==> src/rtl/tmr_pkg.sv <==
package tmr_pkg;

  typedef enum logic {
    TMR_TIMED = 1'b0,
    TMR_PULSE = 1'b1
  } tmr_mode_e;

  typedef struct packed {
    logic timed_evt;
    logic pulse_evt;
  } tmr_evt_t;

endpackage

==> src/rtl/tmr_pin_edge.sv <==
module tmr_pin_edge (
  input  logic clk,
  input  logic rst_n,
  input  logic pin_in,
  output logic fall
);
  logic pin_q;

  always_ff @(posedge clk or negedge rst_n) begin
    if (!rst_n) pin_q <= 1'b1;
    else        pin_q <= pin_in;
  end

  assign fall = pin_q & ~pin_in;
endmodule

==> src/rtl/tmr_start_delay.sv <==
module tmr_start_delay #(
  parameter int unsigned DLY_W = 8
) (
  input  logic             clk,
  input  logic             rst_n,
  input  logic             load,
  input  logic [DLY_W-1:0] load_val,
  output logic             hold
);
  localparam logic [DLY_W-1:0] DLY_ONE = {{(DLY_W-1){1'b0}}, 1'b1};

  logic [DLY_W-1:0] dly_q;

  always_ff @(posedge clk or negedge rst_n) begin
    if (!rst_n)             dly_q <= '0;
    else if (load)          dly_q <= load_val;
    else if (dly_q != '0)   dly_q <= dly_q - DLY_ONE;
  end

  assign hold = (dly_q != '0);
endmodule

==> src/rtl/tmr_count_core.sv <==
module tmr_count_core
  import tmr_pkg::*;
#(
  parameter int unsigned DATA_W = 8,
  localparam int unsigned CNT_W = 2 * DATA_W
) (
  input  logic              clk,
  input  logic              rst_n,
  input  tmr_mode_e         mode,
  input  logic              step,
  input  logic              fall,
  input  logic              lo_wr,
  input  logic              hi_wr,
  input  logic [DATA_W-1:0] wdata,
  output logic [CNT_W-1:0]  count_q,
  output logic [CNT_W-1:0]  latch_q,
  output tmr_evt_t          evt
);
  localparam logic [CNT_W-1:0] CNT_ONE = {{(CNT_W-1){1'b0}}, 1'b1};

  logic [CNT_W-1:0] cnt_q, cnt_d, lat_q, lat_d;
  logic             armed_q, armed_d;

  always_comb begin
    cnt_d   = cnt_q;
    lat_d   = lat_q;
    armed_d = armed_q;
    evt     = '0;
    if (step) begin
      if (mode == TMR_TIMED) begin
        if (cnt_q == '0) begin
          cnt_d = lat_q;
          if (armed_q) begin
            evt.timed_evt = 1'b1;
            armed_d       = 1'b0;
          end
        end else begin
          cnt_d = cnt_q - CNT_ONE;
        end
      end else if (fall) begin
        cnt_d         = cnt_q - CNT_ONE;
        evt.pulse_evt = (cnt_q == CNT_ONE);
      end
    end
    if (lo_wr) lat_d[DATA_W-1:0] = wdata;
    if (hi_wr) begin
      lat_d[CNT_W-1:DATA_W] = wdata;
      cnt_d                 = {wdata, lat_q[DATA_W-1:0]};
      armed_d               = 1'b1;
    end
  end

  always_ff @(posedge clk or negedge rst_n) begin
    if (!rst_n) begin
      cnt_q   <= '1;
      lat_q   <= '1;
      armed_q <= 1'b0;
    end else begin
      cnt_q   <= cnt_d;
      lat_q   <= lat_d;
      armed_q <= armed_d;
    end
  end

  assign count_q = cnt_q;
  assign latch_q = lat_q;
endmodule

==> src/rtl/tmr_flag_unit.sv <==
module tmr_flag_unit
  import tmr_pkg::*;
(
  input  logic     clk,
  input  logic     rst_n,
  input  tmr_evt_t evt,
  input  logic     hi_wr,
  input  logic     rd_ack,
  output logic     pend_q,
  output logic     irq_flag
);
  logic flag_q;

  always_ff @(posedge clk or negedge rst_n) begin
    if (!rst_n) begin
      pend_q <= 1'b0;
      flag_q <= 1'b0;
    end else if (hi_wr) begin
      pend_q <= 1'b0;
      flag_q <= 1'b0;
    end else begin
      pend_q <= evt.timed_evt;
      flag_q <= pend_q | evt.pulse_evt | (flag_q & ~rd_ack);
    end
  end

  assign irq_flag = flag_q;
endmodule

==> src/rtl/tmr_interval_timer.sv <==
module tmr_interval_timer
  import tmr_pkg::*;
#(
  parameter int unsigned DATA_W = 8,
  parameter int unsigned DLY_W  = 8,
  localparam int unsigned CNT_W = 2 * DATA_W
) (
  input  logic              clk,
  input  logic              rst_n,
  input  logic              pulse_mode,
  input  logic              count_pin,
  input  logic [DATA_W-1:0] wdata,
  input  logic              lo_wr,
  input  logic              hi_wr,
  input  logic [DLY_W-1:0]  start_delay,
  input  logic              rd_ack,
  output logic [CNT_W-1:0]  count_q,
  output logic              irq_flag
);
  tmr_mode_e        mode;
  logic             pin_fall;
  logic             delay_hold;
  logic             count_step;
  logic [CNT_W-1:0] latch_q;
  tmr_evt_t         evt;
  logic             pend_q;
  logic             pulse_evt;

  assign mode       = tmr_mode_e'(pulse_mode);
  assign count_step = ~delay_hold & ~hi_wr;
  assign pulse_evt  = evt.pulse_evt;

  tmr_pin_edge u_edge (
    .clk    (clk),
    .rst_n  (rst_n),
    .pin_in (count_pin),
    .fall   (pin_fall)
  );

  tmr_start_delay #(.DLY_W(DLY_W)) u_delay (
    .clk      (clk),
    .rst_n    (rst_n),
    .load     (hi_wr),
    .load_val (start_delay),
    .hold     (delay_hold)
  );

  tmr_count_core #(.DATA_W(DATA_W)) u_core (
    .clk     (clk),
    .rst_n   (rst_n),
    .mode    (mode),
    .step    (count_step),
    .fall    (pin_fall),
    .lo_wr   (lo_wr),
    .hi_wr   (hi_wr),
    .wdata   (wdata),
    .count_q (count_q),
    .latch_q (latch_q),
    .evt     (evt)
  );

  tmr_flag_unit u_flag (
    .clk      (clk),
    .rst_n    (rst_n),
    .evt      (evt),
    .hi_wr    (hi_wr),
    .rd_ack   (rd_ack),
    .pend_q   (pend_q),
    .irq_flag (irq_flag)
  );
endmodule

==> config.mk <==
export PLATFORM = sky130hd
export DESIGN_NAME = tmr_interval_timer
export DESIGN_NICKNAME = d
export VERILOG_FILES = /design/src/rtl/tmr_pkg.sv /design/src/rtl/tmr_pin_edge.sv /design/src/rtl/tmr_start_delay.sv /design/src/rtl/tmr_count_core.sv /design/src/rtl/tmr_flag_unit.sv /design/src/rtl/tmr_interval_timer.sv
export SDC_FILE = /design/constraint.sdc
export NUM_CORES = 1
export LEC_CHECK = 0
export BUFFER_PORTS_ARGS = -buffer_cell sky130_fd_sc_hd__buf_4
export CORE_ASPECT_RATIO = 2
export CORE_MARGIN = 8
export CORE_UTILIZATION = 56
export CTS_CLUSTER_DIAMETER = 30
export DETAILED_ROUTE_END_ITERATION = 8
export PLACE_DENSITY = 0.77
export SLEW_MARGIN = 10
export SYNTH_ARGS = -nofsm -noshare
export SYNTH_HDL_FRONTEND = slang
export SYNTH_HIERARCHICAL = 1
export SYNTH_SLANG_ARGS = --single-unit
==> constraint.sdc <==
create_clock -name clk -period 3.4 [get_ports clk]
set_input_delay 0.68 -clock clk [delete_from_list [all_inputs] [get_ports clk]]
set_output_delay 0.68 -clock clk [all_outputs]
set_load 0.01 [all_outputs]
==> out/metrics.cfg, run 1 <==
[place]
pre_cts_ws_ns = 0.367
placedCellCount = 356
portBuffers = 39
post-dp-hpwl_um = 5180
dpl_cell_area_sq_um = 2880
place_congestion = 0.942

[synthesis]
synth_top_area_cell = dfstp_2
yosysSeqAreaShare = 0.449
synth-seq-cells = 44
synth.distinct_cells = 54
syn_avg_cell_area_sq_um = 9.39
synth_edf_count = 0
synth_nets = 299
synth_area_leaders = dfstp_2 34%, dfrtp_1 11%, nand2_1 3.7%, o21ai_0 3.5%, mux2_2 3.5%
synth_area_sq_um = 2540
syn_inst = 271
synth_top_flop_cell = dfstp_2
synthArstFlopShare = 1.00
ys.warnings.count = 6
yosys.area.top_type_share = 0.341

[run_status]
status = complete, no violations

[critical_path]
r2r_slack_ns = 0.31
crit-reg2reg-capture = u_core/count_q[13]
required_ns = 3.63
crit_path_start_kind = flip-flop
startpoint = u_delay/dly_q[0]
path_max_fanout = 19
endpoint_kind = flip-flop
worstReg2RegStart = u_delay/dly_q[0]
worstRegToRegCells = 11
worstSetupPathType = flip-flop to flip-flop
worstPathArrival_ns = 3.31

[die]
rows = 34
die-area_sq_um = 7090
pin_count = 40
core_sq_um = 4380
dieWidth_um = 63.7
die_h_um = 111
start_util = 0.581

[global_route]
grt_pass1_wl_um = 11200
grt_use_met1 = 0.196
track_usage = 0.194
grt_max_degree = 54
grt.busiest_layer = met2
grt-ovfl-total = 0
met3_usage = 0.0402
antenna_found_initial = 0
grtUsageMet2 = 0.356
grt_pass1_vias = 2372

[layout]
layout.nets = 337
stdcell_area_sq_um = 2990
fin_cells = 364
regArea_sq_um = 1140
multi_input_area_sq_um = 1290
layout-drive-gt1-share = 0.326
final_common_cell = buf_4
syn_to_final_growth_pct = 17.5
n_antenna_cell = 0
final.fill_count = 371
mostFrequentLayoutCells = 41 x buf_4, 33 x dfstp_2, 25 x nand2_1

[cts]
clk_latency_ns = 0.29
ctsResizeCount = 0
clkTransAtPathRegs_ns = 0.09
cts-root-buf = clkbuf_8
clock-sinks = 44
cts_setup_buffers = 0
ctsHtreeMaxLevel = 2
hold_buffers = 0
cts_tree = done
cts_buffers = 5
clockBufferDepth = 2

[route]
drtPass1Iterations = 4
drc = 0
drt_iter0_markers = 120
routedWlPerCell_um = 19.3
routed_wl_um = 7020
ant_nets = 0
vias = 2297
vias_per_cell = 6.31

[timing]
finClkSkew_ns = 0.00629
period_minus_slack_ns = 3.09
max_freq_mhz = 324
setup_viol = 0
tightest_slew_ns = 0.840
min_period_over_period = 0.908
worst_hold_slack_ns = 0.380
setup_slack_ns = 0.314
slew_violations = 0
final.setup.tns_ns = 0
hold_viol_final = 0
rsz0062_at_grt = false
relSlewSlack = 0.435

[power_and_ir_drop]
peakVddDrop_mv = 0.365
p_per_area_nw_per_um2 = 462
leakagePower_nw = 1.25

[run]
drv_cap = 0

[min_path]
hold_path.class = input pin to async pin

metal layers:
| metal | up-vias | wire, um |
|---|---|---|
| met5 | - | 0 |
| met4 | 0 | 253 |
| met3 | 17 | 361 |
| met2 | 89 | 3830 |
| met1 | 1116 | 2570 |
| li1 | 1075 | - |
flip-flops by register name, summed over array words and instances (netlist names):
signal	flops
u_flag/pend_q	1
u_flag/irq_flag	1
u_core/armed_q	1
u_edge/pin_q	1
u_delay/dly_q	8
u_core/latch_q	16
u_core/count_q	16
worst max-delay path, stage by stage, from the launching register on:
cell	delay, ns
dfrtp_1	0.43
inv_1	0.12
ha_1	0.19
or3b_2	0.50
nor2_1	0.22
inv_1	0.06
nor2_1	0.08
buf_4	0.16
and2_1	0.59
nor2_1	0.18
a221oi_1	0.29
a2bb2oi_1	0.19
area by class of cell:
type | count | share of cell area
Multi-Input combinational cell | 196 | 0.430
Sequential cell | 44 | 0.382
Timing Repair Buffer | 41 | 0.103
Inverter | 21 | 0.0264
Clock buffer | 6 | 0.0243
Tap cell | 54 | 0.0226
Clock inverter | 2 | 0.0117
synth_stat cells, types with 2 or more instances:
cell type,count
nor3_2,2
o21ai_0,18
o22ai_1,4
nor4_1,3
o211a_1,2
nor3b_1,3
inv_1,21
xnor2_1,2
a21o_1,3
and3_1,3
clkbuf_1,10
a21boi_0,2
o211ai_1,5
nor2b_1,2
or3_4,2
nand2b_1,3
nor2_1,21
or3_1,4
a211oi_1,2
nor3_1,11
nand3_1,3
mux2_2,8
or4_1,2
dfrtp_1,11
nand4_1,5
or4_4,2
a22oi_1,2
a21oi_1,11
o31ai_1,9
o2111ai_1,2
dfstp_2,33
a221oi_1,5
ha_1,5
nand2_1,25
a31oi_1,6
kinds of logic (layout without fill, tap and decap cells):
| kind of cell | after synthesis | in the layout | synth area share |
|---|---|---|---|
| xor+xnor | 2 | 2 | 0.00688 |
| flops | 44 | 44 | 0.449 |
| fa+ha+maj | 5 | 5 | 0.0246 |
| compound gates | 81 | 81 | 0.219 |
| simple gates | 99 | 99 | 0.216 |
| buf+inv | 31 | 70 | 0.0457 |
| mux | 9 | 9 | 0.0393 |
report_power, final:
| part | internal [mW] | switching, mW |
|---|---|---|
| sequential | 0.612 | 0.0698 |
| combinational | 0.139 | 0.166 |
| clock | 0.218 | 0.177 |
worst max path at each step:
stage,end,slack [ns],cells after the start
floorplan,u_core/count_q[0],0.57,13
global placement,u_core/count_q[15],0.52,11
detailed placement,u_core/count_q[13],0.37,11
CTS,u_core/count_q[13],0.36,11
global route,u_core/count_q[13],0.08,11
finish,u_core/count_q[13],0.31,11
stage by stage:
step,util,power (mW)
2_1_floorplan,-,0.854
3_3_place_gp,0.658,0.984
3_5_place_dp,0.658,0.991
4_1_cts,0.682,1.39
5_1_grt,0.682,1.45
6_report,0.682,1.38
Power figures use the tool's default switching activity.
==> inputs of run 2 (changes only) <==
- CORE_UTILIZATION: 56 -> 50
- PLACE_DENSITY: 0.77 -> 0.75
==> run 2 against run 1 <==
  * Sequential cell count unchanged
  * Global-route usage down 1.2 points
  * Non-clock buffer count up 1
  * Critical endpoint is now u_core/count_q[15]
  * Critical path depth unchanged
  * Sequential power about the same
  * Clock power down 16%
  * First-iteration DRC count up 23%
  * Clock-buffer cell count unchanged
  * Register-to-register slack better by 0.23 ns
  * Die area up 9.6%
==> out/metrics.cfg, run 2 (same netlist as run 1, synthesis figures left out) <==
[timing]
setup_slack_ns = 0.548  ; was 0.314 ns
finClkSkew_ns = 0.00538  ; was 0.00629 ns
worst_hold_slack_ns = 0.361  ; was 0.380 ns
slew_violations = 0  ; unchanged
rsz0062_at_grt = false  ; unchanged
final.setup.tns_ns = 0  ; unchanged
max_freq_mhz = 351  ; was 324 MHz
relSlewSlack = 0.522  ; was 0.435
min_period_over_period = 0.839  ; was 0.908
period_minus_slack_ns = 2.85  ; was 3.09 ns
tightest_slew_ns = 0.713  ; was 0.840 ns
setup_viol = 0  ; unchanged
hold_viol_final = 0  ; unchanged

[route]
routed_wl_um = 6700  ; was 7020 um
vias = 2278  ; was 2297
drt_iter0_markers = 148  ; was 120
ant_nets = 0  ; unchanged
drtPass1Iterations = 5  ; was 4
vias_per_cell = 6.17  ; was 6.31
routedWlPerCell_um = 18.2  ; was 19.3 um
drc = 0  ; unchanged

[die]
core_sq_um = 5050  ; was 4380 sq um
pin_count = 40  ; unchanged
die_h_um = 117  ; was 111 um
dieWidth_um = 66.4  ; was 63.7 um
start_util = 0.504  ; was 0.581
rows = 37  ; was 34
die-area_sq_um = 7770  ; was 7090 sq um

[cts]
ctsHtreeMaxLevel = 2  ; unchanged
ctsResizeCount = 0  ; unchanged
cts-root-buf = clkbuf_8  ; unchanged
cts_tree = done  ; unchanged
clock-sinks = 44  ; unchanged
hold_buffers = 0  ; unchanged
clkTransAtPathRegs_ns = 0.08  ; was 0.09 ns
cts_buffers = 5  ; unchanged
clk_latency_ns = 0.29  ; about the same
clockBufferDepth = 2  ; unchanged
cts_setup_buffers = 0  ; unchanged

[critical_path]
crit_path_start_kind = flip-flop  ; unchanged
endpoint_kind = flip-flop  ; unchanged
required_ns = 3.63  ; about the same
worstSetupPathType = flip-flop to flip-flop  ; unchanged
worstPathArrival_ns = 3.08  ; was 3.31 ns
path_max_fanout = 11  ; was 19

[layout]
syn_to_final_growth_pct = 17.4  ; was 17.5%
layout.nets = 338  ; was 337
mostFrequentLayoutCells = 42 x buf_4, 33 x dfstp_2, 25 x nand2_1  ; was 41 x buf_4, 33 x dfstp_2, 25 x nand2_1
stdcell_area_sq_um = 2990  ; about the same
layout-drive-gt1-share = 0.331  ; was 0.326
final_common_cell = buf_4  ; unchanged
n_antenna_cell = 0  ; unchanged

[place]
portBuffers = 39  ; unchanged
post-dp-hpwl_um = 4910  ; was 5180 um
place_congestion = 0.945  ; was 0.942
pre_cts_ws_ns = 0.599  ; was 0.367 ns
dpl_cell_area_sq_um = 2900  ; was 2880 sq um

[power_and_ir_drop]
power.total_mw = 1.31  ; was 1.38 mW
leakagePower_nw = 1.26  ; was 1.25 nW
peakVddDrop_mv = 0.396  ; was 0.365 mV
p_per_area_nw_per_um2 = 439  ; was 462 nW/um^2

[run]
drv_cap = 0  ; unchanged

[global_route]
grt_pass1_wl_um = 11200  ; about the same
grt-ovfl-total = 0  ; unchanged
grt_pass1_vias = 2265  ; was 2372
track_usage = 0.182  ; was 0.194
antenna_found_initial = 0  ; unchanged
grt_max_degree = 45  ; was 54

[min_path]
hold_path.class = input pin to async pin  ; unchanged

[run_status]
status = complete, no violations  ; unchanged

## run 2: changes by cell type in the layout (fill, tap and decap cells not counted), sizes merged
cell / before / now
bufinv: 1 / 0
clkinv: 1 / 2
buf: 41 / 42
## run 2: area by class of cell
type                    count  area, sq um
inverters                  21         78.8
clock buffers               6         82.6
multi-input cells         196         1290
clock inverters             2         10.0
well taps                  58         72.6
fillers                   447         2060
repair buffers             42          315
flip-flops and latches     44         1140
## run 2: report_power, final
part	total (mW)	switching, mW	leakage [nW]	internal (mW)
registers	0.681	0.0689	0.477	0.612
clock network	0.333	0.171	0.0510	0.162
logic	0.299	0.161	0.727	0.138
## run 2: metal layers
layer / vias up / part of all wire / GRT usage
li1: 1079 / - / -
met1: 1098 / 0.43 / 0.233
met2: 85 / 0.49 / 0.289
met3: 16 / 0.052 / 0.0334
met4: 0 / 0.019 / 0.0789
met5: - / 0 / 0
## run 2: worst max-delay path, stage by stage, from the launching register on
cell and delay [ns]:
dfrtp_1 0.44, inv_1 0.12, ha_1 0.19, or3b_2 0.50, nor2_1 0.20, inv_1 0.06, nor2_1 0.11, and2_1 0.38
buf_4 0.24, o2111ai_1 0.11, a221o_1 0.32, o211a_1 0.11
## run 2: path summary, 6_finish.rpt
check | start | end | slack (ns) | cells past startpoint
max | u_delay/dly_q[0] | u_core/count_q[15] | 0.55 | 11
min | rst_n | u_delay/dly_q[6] | 0.36 | 1
max reg2reg | u_delay/dly_q[0] | u_core/count_q[15] | 0.55 | 11
min reg2reg | u_core/latch_q[14] | u_core/latch_q[14] | 0.50 | 2
max in group asynchronous | rst_n | u_core/latch_q[2] | 2.66 | 1
min in group clk | u_core/latch_q[14] | u_core/latch_q[14] | 0.50 | 2
## run 2: stage by stage
step	instances	utilization
2_1_floorplan	271	-
3_3_place_gp	361	0.574
3_5_place_dp	361	0.574
4_1_cts	369	0.592
5_1_grt	369	0.592
6_report	369	0.592
